===== config.mk =====
export PLATFORM = sky130hd
export DESIGN_NAME = mem_device_tester
export DESIGN_NICKNAME = d
export VERILOG_FILES = /design/src/rtl/mt_pkg.sv /design/src/rtl/mt_index_seq.sv /design/src/rtl/mt_pattern_gen.sv /design/src/rtl/mt_read_timer.sv /design/src/rtl/mt_fail_capture.sv /design/src/rtl/mem_device_tester.sv
export SDC_FILE = /design/constraint.sdc
export NUM_CORES = 1
export LEC_CHECK = 0
export BUFFER_PORTS_ARGS = -buffer_cell sky130_fd_sc_hd__buf_2
export CAP_MARGIN = 30
export CORE_ASPECT_RATIO = 0.9
export CORE_UTILIZATION = 30
export CTS_CLUSTER_DIAMETER = 60
export CTS_CLUSTER_SIZE = 24
export DETAILED_ROUTE_END_ITERATION = 16
export PLACE_DENSITY = 0.56
export SYNTH_ARGS = -nofsm -noshare
export SYNTH_HDL_FRONTEND = slang
export SYNTH_SLANG_ARGS = --single-unit

===== constraint.sdc =====
create_clock -name clk -period 9.1 [get_ports clk]
set_clock_uncertainty 0.05 [all_clocks]
set_input_delay 2.275 -clock clk [delete_from_list [all_inputs] [get_ports clk]]
set_output_delay 2.275 -clock clk [all_outputs]
set_load 0.005 [all_outputs]

===== src/rtl/mt_pkg.sv =====
// Shared types for the memory device tester.
// Assumes nothing beyond IEEE 1800-2017 packages.
package mt_pkg;
    typedef enum logic [1:0] {
        ST_IDLE  = 2'd0,
        ST_WRITE = 2'd1,
        ST_RREQ  = 2'd2,
        ST_RWAIT = 2'd3
    } tester_state_e;
endpackage


===== src/rtl/mt_index_seq.sv =====
// Range walker: holds the captured base and word count, and steps an
// index through 0 .. count-1. Assumes advance is never asked for on the
// last word (the controller rewinds instead).
module mt_index_seq #(
    parameter int ADDR_W = 16,
    parameter int CNT_W  = ADDR_W + 1
) (
    input  logic              clk,
    input  logic              rst_n,
    input  logic              load,
    input  logic [ADDR_W-1:0] base_in,
    input  logic [CNT_W-1:0]  count_in,
    input  logic              advance,
    input  logic              rewind,
    output logic [ADDR_W-1:0] addr,
    output logic [CNT_W-1:0]  idx,
    output logic              last
);
    logic [ADDR_W-1:0] base_q;
    logic [CNT_W-1:0]  count_q;
    logic [CNT_W-1:0]  idx_q;

    // Capture the range on load; step or rewind the word index.
    always_ff @(posedge clk) begin
        if (!rst_n) begin
            base_q  <= '0;
            count_q <= '0;
            idx_q   <= '0;
        end else if (load) begin
            base_q  <= base_in;
            count_q <= count_in;
            idx_q   <= '0;
        end else if (rewind) begin
            idx_q <= '0;
        end else if (advance) begin
            idx_q <= idx_q + CNT_W'(1);
        end
    end

    // Address wraps modulo the address space; last marks the final word.
    always_comb begin
        addr = base_q + idx_q[ADDR_W-1:0];
        idx  = idx_q;
        last = (idx_q == (count_q - CNT_W'(1)));
    end

    // the walker never steps beyond the final word of the range
    a_r3_no_step_past_end: assert property (@(posedge clk) disable iff (!rst_n)
        advance |-> !last);
endmodule


===== src/rtl/mt_pattern_gen.sv =====
// Test pattern source: word index i maps to (i+1) mod 2^DATA_W, inverted
// in the second pass. Purely combinational; assumes idx is stable.
module mt_pattern_gen #(
    parameter int IDX_W  = 17,
    parameter int DATA_W = 16
) (
    input  logic [IDX_W-1:0]  idx,
    input  logic              invert,
    output logic [DATA_W-1:0] data
);
    logic [DATA_W-1:0] seq_val;

    // Incrementing value, truncated to the data width, optionally inverted.
    always_comb begin
        seq_val = DATA_W'(idx) + DATA_W'(1);
        data    = invert ? ~seq_val : seq_val;
    end
endmodule


===== src/rtl/mt_read_timer.sv =====
// Read latency timer: counts the cycles spent waiting for read data and
// flags the cycle in which mem_rdata is to be sampled. Assumes
// READ_LATENCY >= 1 and that in_wait stays high until hit.
module mt_read_timer #(
    parameter int READ_LATENCY = 1,
    localparam int TW = $clog2(READ_LATENCY + 1)
) (
    input  logic clk,
    input  logic rst_n,
    input  logic in_wait,
    output logic hit
);
    logic [TW-1:0] cnt_q;

    // Count wait cycles; restart whenever the controller is not waiting.
    always_ff @(posedge clk) begin
        if (!rst_n || !in_wait) cnt_q <= '0;
        else                    cnt_q <= cnt_q + TW'(1);
    end

    // Sample point is READ_LATENCY cycles after the request cycle.
    always_comb hit = in_wait && (cnt_q == TW'(READ_LATENCY - 1));

    // the wait never runs past its sample point
    a_r6_wait_bounded: assert property (@(posedge clk) disable iff (!rst_n)
        hit |=> !hit);
endmodule


===== src/rtl/mt_fail_capture.sv =====
// Mismatch record: holds the address, expected and actual data of the
// first failing word. Assumes capture fires at most once per test.
module mt_fail_capture #(
    parameter int ADDR_W = 16,
    parameter int DATA_W = 16
) (
    input  logic              clk,
    input  logic              rst_n,
    input  logic              clear,
    input  logic              capture,
    input  logic [ADDR_W-1:0] addr_in,
    input  logic [DATA_W-1:0] exp_in,
    input  logic [DATA_W-1:0] act_in,
    output logic [ADDR_W-1:0] addr_q,
    output logic [DATA_W-1:0] exp_q,
    output logic [DATA_W-1:0] act_q
);
    // Clear on a new test, latch on the first mismatch.
    always_ff @(posedge clk) begin
        if (!rst_n || clear) begin
            addr_q <= '0;
            exp_q  <= '0;
            act_q  <= '0;
        end else if (capture) begin
            addr_q <= addr_in;
            exp_q  <= exp_in;
            act_q  <= act_in;
        end
    end
endmodule


===== src/rtl/mem_device_tester.sv =====
// Two-pass memory device tester. Pass one fills the range with an
// incrementing value, then verifies it; pass two does the same with the
// complement. Stops at the first mismatch. Assumes the data and address
// buses were already proven, writes finish in their request cycle and
// read data arrives READ_LATENCY cycles after a read request.
module mem_device_tester #(
    parameter int ADDR_W       = 16,
    parameter int DATA_W       = 16,
    parameter int READ_LATENCY = 1,
    localparam int CNT_W = ADDR_W + 1
) (
    input  logic              clk,
    input  logic              rst_n,
    input  logic              start,
    input  logic [ADDR_W-1:0] range_base,
    input  logic [CNT_W-1:0]  range_words,
    output logic              busy,
    output logic              test_done,
    output logic              test_pass,
    output logic              mem_req,
    output logic              mem_we,
    output logic [ADDR_W-1:0] mem_addr,
    output logic [DATA_W-1:0] mem_wdata,
    input  logic [DATA_W-1:0] mem_rdata,
    output logic [ADDR_W-1:0] fail_addr,
    output logic [DATA_W-1:0] fail_expected,
    output logic [DATA_W-1:0] fail_actual
);
    import mt_pkg::*;

    tester_state_e     st_q;
    logic              phase_q;
    logic              done_q;
    logic              pass_q;
    logic              accept;
    logic              advance;
    logic              rewind;
    logic              hit;
    logic              mismatch;
    logic              last;
    logic [CNT_W-1:0]  idx;
    logic [ADDR_W-1:0] word_addr;
    logic [DATA_W-1:0] pattern;

    mt_index_seq #(.ADDR_W(ADDR_W), .CNT_W(CNT_W)) u_seq (
        .clk(clk), .rst_n(rst_n), .load(accept),
        .base_in(range_base), .count_in(range_words),
        .advance(advance), .rewind(rewind),
        .addr(word_addr), .idx(idx), .last(last)
    );

    mt_pattern_gen #(.IDX_W(CNT_W), .DATA_W(DATA_W)) u_pat (
        .idx(idx), .invert(phase_q), .data(pattern)
    );

    mt_read_timer #(.READ_LATENCY(READ_LATENCY)) u_timer (
        .clk(clk), .rst_n(rst_n), .in_wait(st_q == ST_RWAIT), .hit(hit)
    );

    mt_fail_capture #(.ADDR_W(ADDR_W), .DATA_W(DATA_W)) u_cap (
        .clk(clk), .rst_n(rst_n), .clear(accept), .capture(mismatch),
        .addr_in(word_addr), .exp_in(pattern), .act_in(mem_rdata),
        .addr_q(fail_addr), .exp_q(fail_expected), .act_q(fail_actual)
    );

    // Sequencing strobes derived from the current state and compare result.
    always_comb begin
        accept   = (st_q == ST_IDLE) && start;
        mismatch = hit && (mem_rdata != pattern);
        advance  = ((st_q == ST_WRITE) && !last) ||
                   (hit && !mismatch && !last);
        rewind   = ((st_q == ST_WRITE) && last) ||
                   (hit && !mismatch && last && !phase_q);
    end

    // Memory master port driven straight from the state and the walker.
    always_comb begin
        mem_req   = (st_q == ST_WRITE) || (st_q == ST_RREQ);
        mem_we    = (st_q == ST_WRITE);
        mem_addr  = word_addr;
        mem_wdata = pattern;
        busy      = (st_q != ST_IDLE);
        test_done = done_q;
        test_pass = pass_q;
    end

    // Controller: fill, then verify word by word, for each of two passes.
    always_ff @(posedge clk) begin
        if (!rst_n) begin
            st_q    <= ST_IDLE;
            phase_q <= 1'b0;
            done_q  <= 1'b0;
            pass_q  <= 1'b0;
        end else begin
            unique case (st_q)
                ST_IDLE: begin
                    if (start) begin
                        phase_q <= 1'b0;
                        done_q  <= (range_words == '0);
                        pass_q  <= (range_words == '0);
                        st_q    <= (range_words == '0) ? ST_IDLE : ST_WRITE;
                    end
                end
                ST_WRITE: begin
                    if (last) st_q <= ST_RREQ;
                end
                ST_RREQ: begin
                    st_q <= ST_RWAIT;
                end
                ST_RWAIT: begin
                    if (hit) begin
                        if (mismatch) begin
                            done_q <= 1'b1;
                            pass_q <= 1'b0;
                            st_q   <= ST_IDLE;
                        end else if (!last) begin
                            st_q <= ST_RREQ;
                        end else if (!phase_q) begin
                            phase_q <= 1'b1;
                            st_q    <= ST_WRITE;
                        end else begin
                            done_q <= 1'b1;
                            pass_q <= 1'b1;
                            st_q   <= ST_IDLE;
                        end
                    end
                end
                default: st_q <= ST_IDLE;
            endcase
        end
    end

    // back-to-back writes step the address by exactly one word
    a_r3_write_step: assert property (@(posedge clk) disable iff (!rst_n)
        (mem_req && mem_we && $past(mem_req && mem_we))
            |-> (mem_addr == ADDR_W'($past(mem_addr) + 1'b1)));

    // a read request is followed by at least one idle cycle
    a_r6_single_outstanding: assert property (@(posedge clk) disable iff (!rst_n)
        (mem_req && !mem_we) |=> !mem_req);

    // a finished test issues no memory traffic
    a_r7_quiet_when_done: assert property (@(posedge clk) disable iff (!rst_n)
        test_done |-> !mem_req);

    // the mismatch record stays put until a new start
    a_r7_fail_hold: assert property (@(posedge clk) disable iff (!rst_n)
        (test_done && !test_pass && !start) |=> $stable(fail_addr) && $stable(fail_actual));

    // an empty range reports success one cycle after start
    a_r9_empty_range: assert property (@(posedge clk) disable iff (!rst_n)
        (start && !busy && range_words == '0) |=> (test_done && test_pass));
endmodule


==> metrics.md <==
| Metric | Value |
|---|---|
| Num Clock Sinks | 104 |
| Slack of the critical path | 3.268 ns |
| Detail Placement HPWL | 13.15 mm |
| Final nets | 900 |
| Area grow syn2layout | 18.13% |
| Post-DP Area | 7204 um2 |
| VDD IR max | 201.1 uV |
| Final period utilization | 0.6409 |
| Filler cells | 2195 |
| HP Class | flop to flop |
| Post-synth EDFFs | 0 |
| Setup TNS | 0 ns |
| Post-synthesis sequential area ratio | 0.3286 |
| Post-layout util | 0.3604 |
| Asr flop ratio synth | 0 |
| Clock Path Buffers | 2 |
| Port Buffers | 136 |
| Clock Latency Late Sink | 0.37 ns |
| Most common cell after layout, fill and taps aside | buf_2 |
| Max-cap violations | 0 |
| Synth warn | 0 |
| Via density | 4.789 |
| Final Slew Violations | 0 |
| Pin count of the biggest net entering global routing | 50 |
| # setup viols final | 0 |
| Min Hold Slack | 0.4239 ns |
| Die height | 139.9 um |
| Ratio of cells with drive above 1 in the final layout | 0.2470 |
| Mean Syn Cell Area | 8.837 um2 |
| RSZ-0062 raised after global routing | no |
| Cell Area, Synth | 6336 um2 |
| Number of distinct library cells after synthesis | 77 |
| Tot Pwr | 1.592 mW |
| Routed WL | 17.34 mm |
| Drt first pass iters | 5 |
| Synthesized flop and latch total | 104 |
| Die width | 155.2 um |
| Vias in the first global route | 4906 |
| Crit. End Element | output port |
| Most frequent cells in the layout | 136 x buf_2, 104 x dfxtp_1, 88 x nand2_1 |
| Clk root buf | clkbuf_16 |
| Pwr dens | 212.6 nW/um2 |
| Starting Density | 0.3051 |
| Critical Path AT | 3.51 ns |
| CTS tree | built |
| Period minus WS final | 5.832 ns |
| CP Data Required Time | 6.78 ns |
| Net Count, Synth | 792 |
| Initial antenna violation count | 0 |
| FMAX | 0.1715 GHz |
| Primary FF master, synth | dfxtp_1 |
| Setup Fix Bufs, Post-CTS | 0 |
| Core area | 20770 um2 |
| Starting DRC count in detailed routing | 327 |
| Setup CP Type | flop to output port |
| Grt ovf | 0 |
| Setup WS pre-CTS | 3.670 ns |
| Max incr delay on CP | 0.68 ns |
| Wire per inst | 15.53 um |
| Layout Cells excl Fill | 1116 |
| Placed Instances | 1100 |
| Multi-input gate area | 3979 um2 |
| Hold buffers post-CTS | 0 |
| Slew HR | 0.3295 |
| CTS Buf Count | 9 |
| Peak fanout along the critical path | 10 |
| Cell Chain, Critical Path | ha_1 > inv_1 > fa_1 > nor2b_1 > o21a_1 > o21ai_0 > a211oi_1 > o31ai_1 > o21bai_1 > a21oi_1 > xnor2_1 > buf_2 |
| Startpoint Class | flop |
| Least-Margin Pin Slew | 0.9965 ns |
| Final GP Congestion | 0.8203 |
| Drt drc | 0 |
| H-tree depth | 3 |
| Ant diodes | 0 |
| I/O pins | 137 |
| Clk pin slew, worst setup/hold paths | 0.07 ns |
| Crit path max-delay cell type | dfxtp_1 |
| Synth Instances | 717 |
| Final Cell Area | 7485 um2 |
| Static leakage | 3.463 nW |
| Via count | 5344 |
| CTS resizes | 0 |
| Gr usage total | 0.1637 |
| Hold Fails Final Rpt | 0 |
| Cell Rows | 50 |
| First-pass GRT wire length | 27.63 mm |
| Antenna-violating nets left | 0 |
| Status | completed |
| Die ar. | 21710 um2 |
| FF/Latch Area | 2082 um2 |
-- path summary, 6_finish.rpt --
path              startpoint              end  slack (ns)  cells after the start
max reg2reg     u_seq.idx[0]  u_cap.exp_q[14]        4.24                     10
min reg2reg  u_seq.base_q[7]  u_seq.base_q[7]        0.42                      2
max             u_seq.idx[0]     mem_addr[14]        3.27                     12
min          u_seq.base_q[7]  u_seq.base_q[7]        0.42                      2
-- registers in the layout (all words and copies together), names as in the netlist --
register,cells
u_cap.exp_q,16
u_seq.idx,17
u_cap.addr_q,16
u_seq.base_q,16
test_done,1
u_cap.act_q,16
test_pass,1
u_seq.count_q,17
u_timer.cnt_q,1
st_q,2
phase_q,1
-- routing by layer --
metal / part of all wire / track usage / up-vias / wire, um
met5: 0 / 0 / - / 0
met4: 0.010 / 0.03922 / 0 / 173
met3: 0.050 / 0.03332 / 12 / 873
met2: 0.42 / 0.2418 / 141 / 7227
met1: 0.52 / 0.2409 / 2496 / 9063
li1: - / - / 2695 / -
-- synth_stat cells, types with 5 or more instances --
| cell | n | share of area |
|---|---|---|
| nor2_1 | 82 | 0.049 |
| dfxtp_1 | 104 | 0.33 |
| clkbuf_1 | 19 | 0.011 |
| mux2i_1 | 47 | 0.074 |
| xnor2_1 | 62 | 0.086 |
| nand2_1 | 89 | 0.053 |
| nand4_1 | 8 | 0.0079 |
| a21o_1 | 6 | 0.0071 |
| ha_1 | 22 | 0.043 |
| buf_4 | 6 | 0.0071 |
| o21ai_0 | 8 | 0.0063 |
| nand3_1 | 11 | 0.0087 |
| nor4_1 | 13 | 0.013 |
| xor2_1 | 24 | 0.033 |
| a31oi_1 | 6 | 0.0059 |
| nor3_1 | 14 | 0.011 |
| inv_1 | 14 | 0.0083 |
| a21boi_0 | 34 | 0.040 |
| and3_1 | 6 | 0.0059 |
| nor3b_2 | 6 | 0.012 |
| or3_1 | 5 | 0.0049 |
| buf_2 | 16 | 0.013 |
| a21oi_1 | 20 | 0.016 |
-- worst max-delay path, delay by kind of cell (launching register included) --
family	cells	cell delay [ns]
buf+inv	2	0.24
compound gates	6	1.14
flops	1	0.68
xor+xnor	1	0.29
simple gates	1	0.13
fa+ha+maj	2	0.69
-- where the power goes --
| group | switching, mW | total, mW | internal [mW] |
|---|---|---|---|
| Sequential | 0.0505 | 0.547 | 0.496 |
| Combinational | 0.381 | 0.662 | 0.281 |
| Clock | 0.194 | 0.383 | 0.189 |
| Total | 0.625 | 1.59 | 0.966 |
-- final cells by class --
type,count,share of cell area
clock buffer,9,0.03009
clock inverter,7,0.007355
inverter,14,0.007021
multi-input combinational,554,0.5316
sequential,104,0.2782
tap,286,0.04781
timing repair buffer,142,0.09796
-- logic make-up (layout without fill, tap and decap cells) --
family,count (synthesis),in the layout,share of synthesized area
muxes,47,47,0.07425
and+or+nand+nor,278,278,0.2289
DFF,104,104,0.3286
AOI/OAI and AO/OA,108,108,0.1214
xor gates and xnor gates,98,98,0.1548
buffers and inverters,59,172,0.04542
adders and majority gates,23,23,0.04660
(Power assumes the default switching activity.)
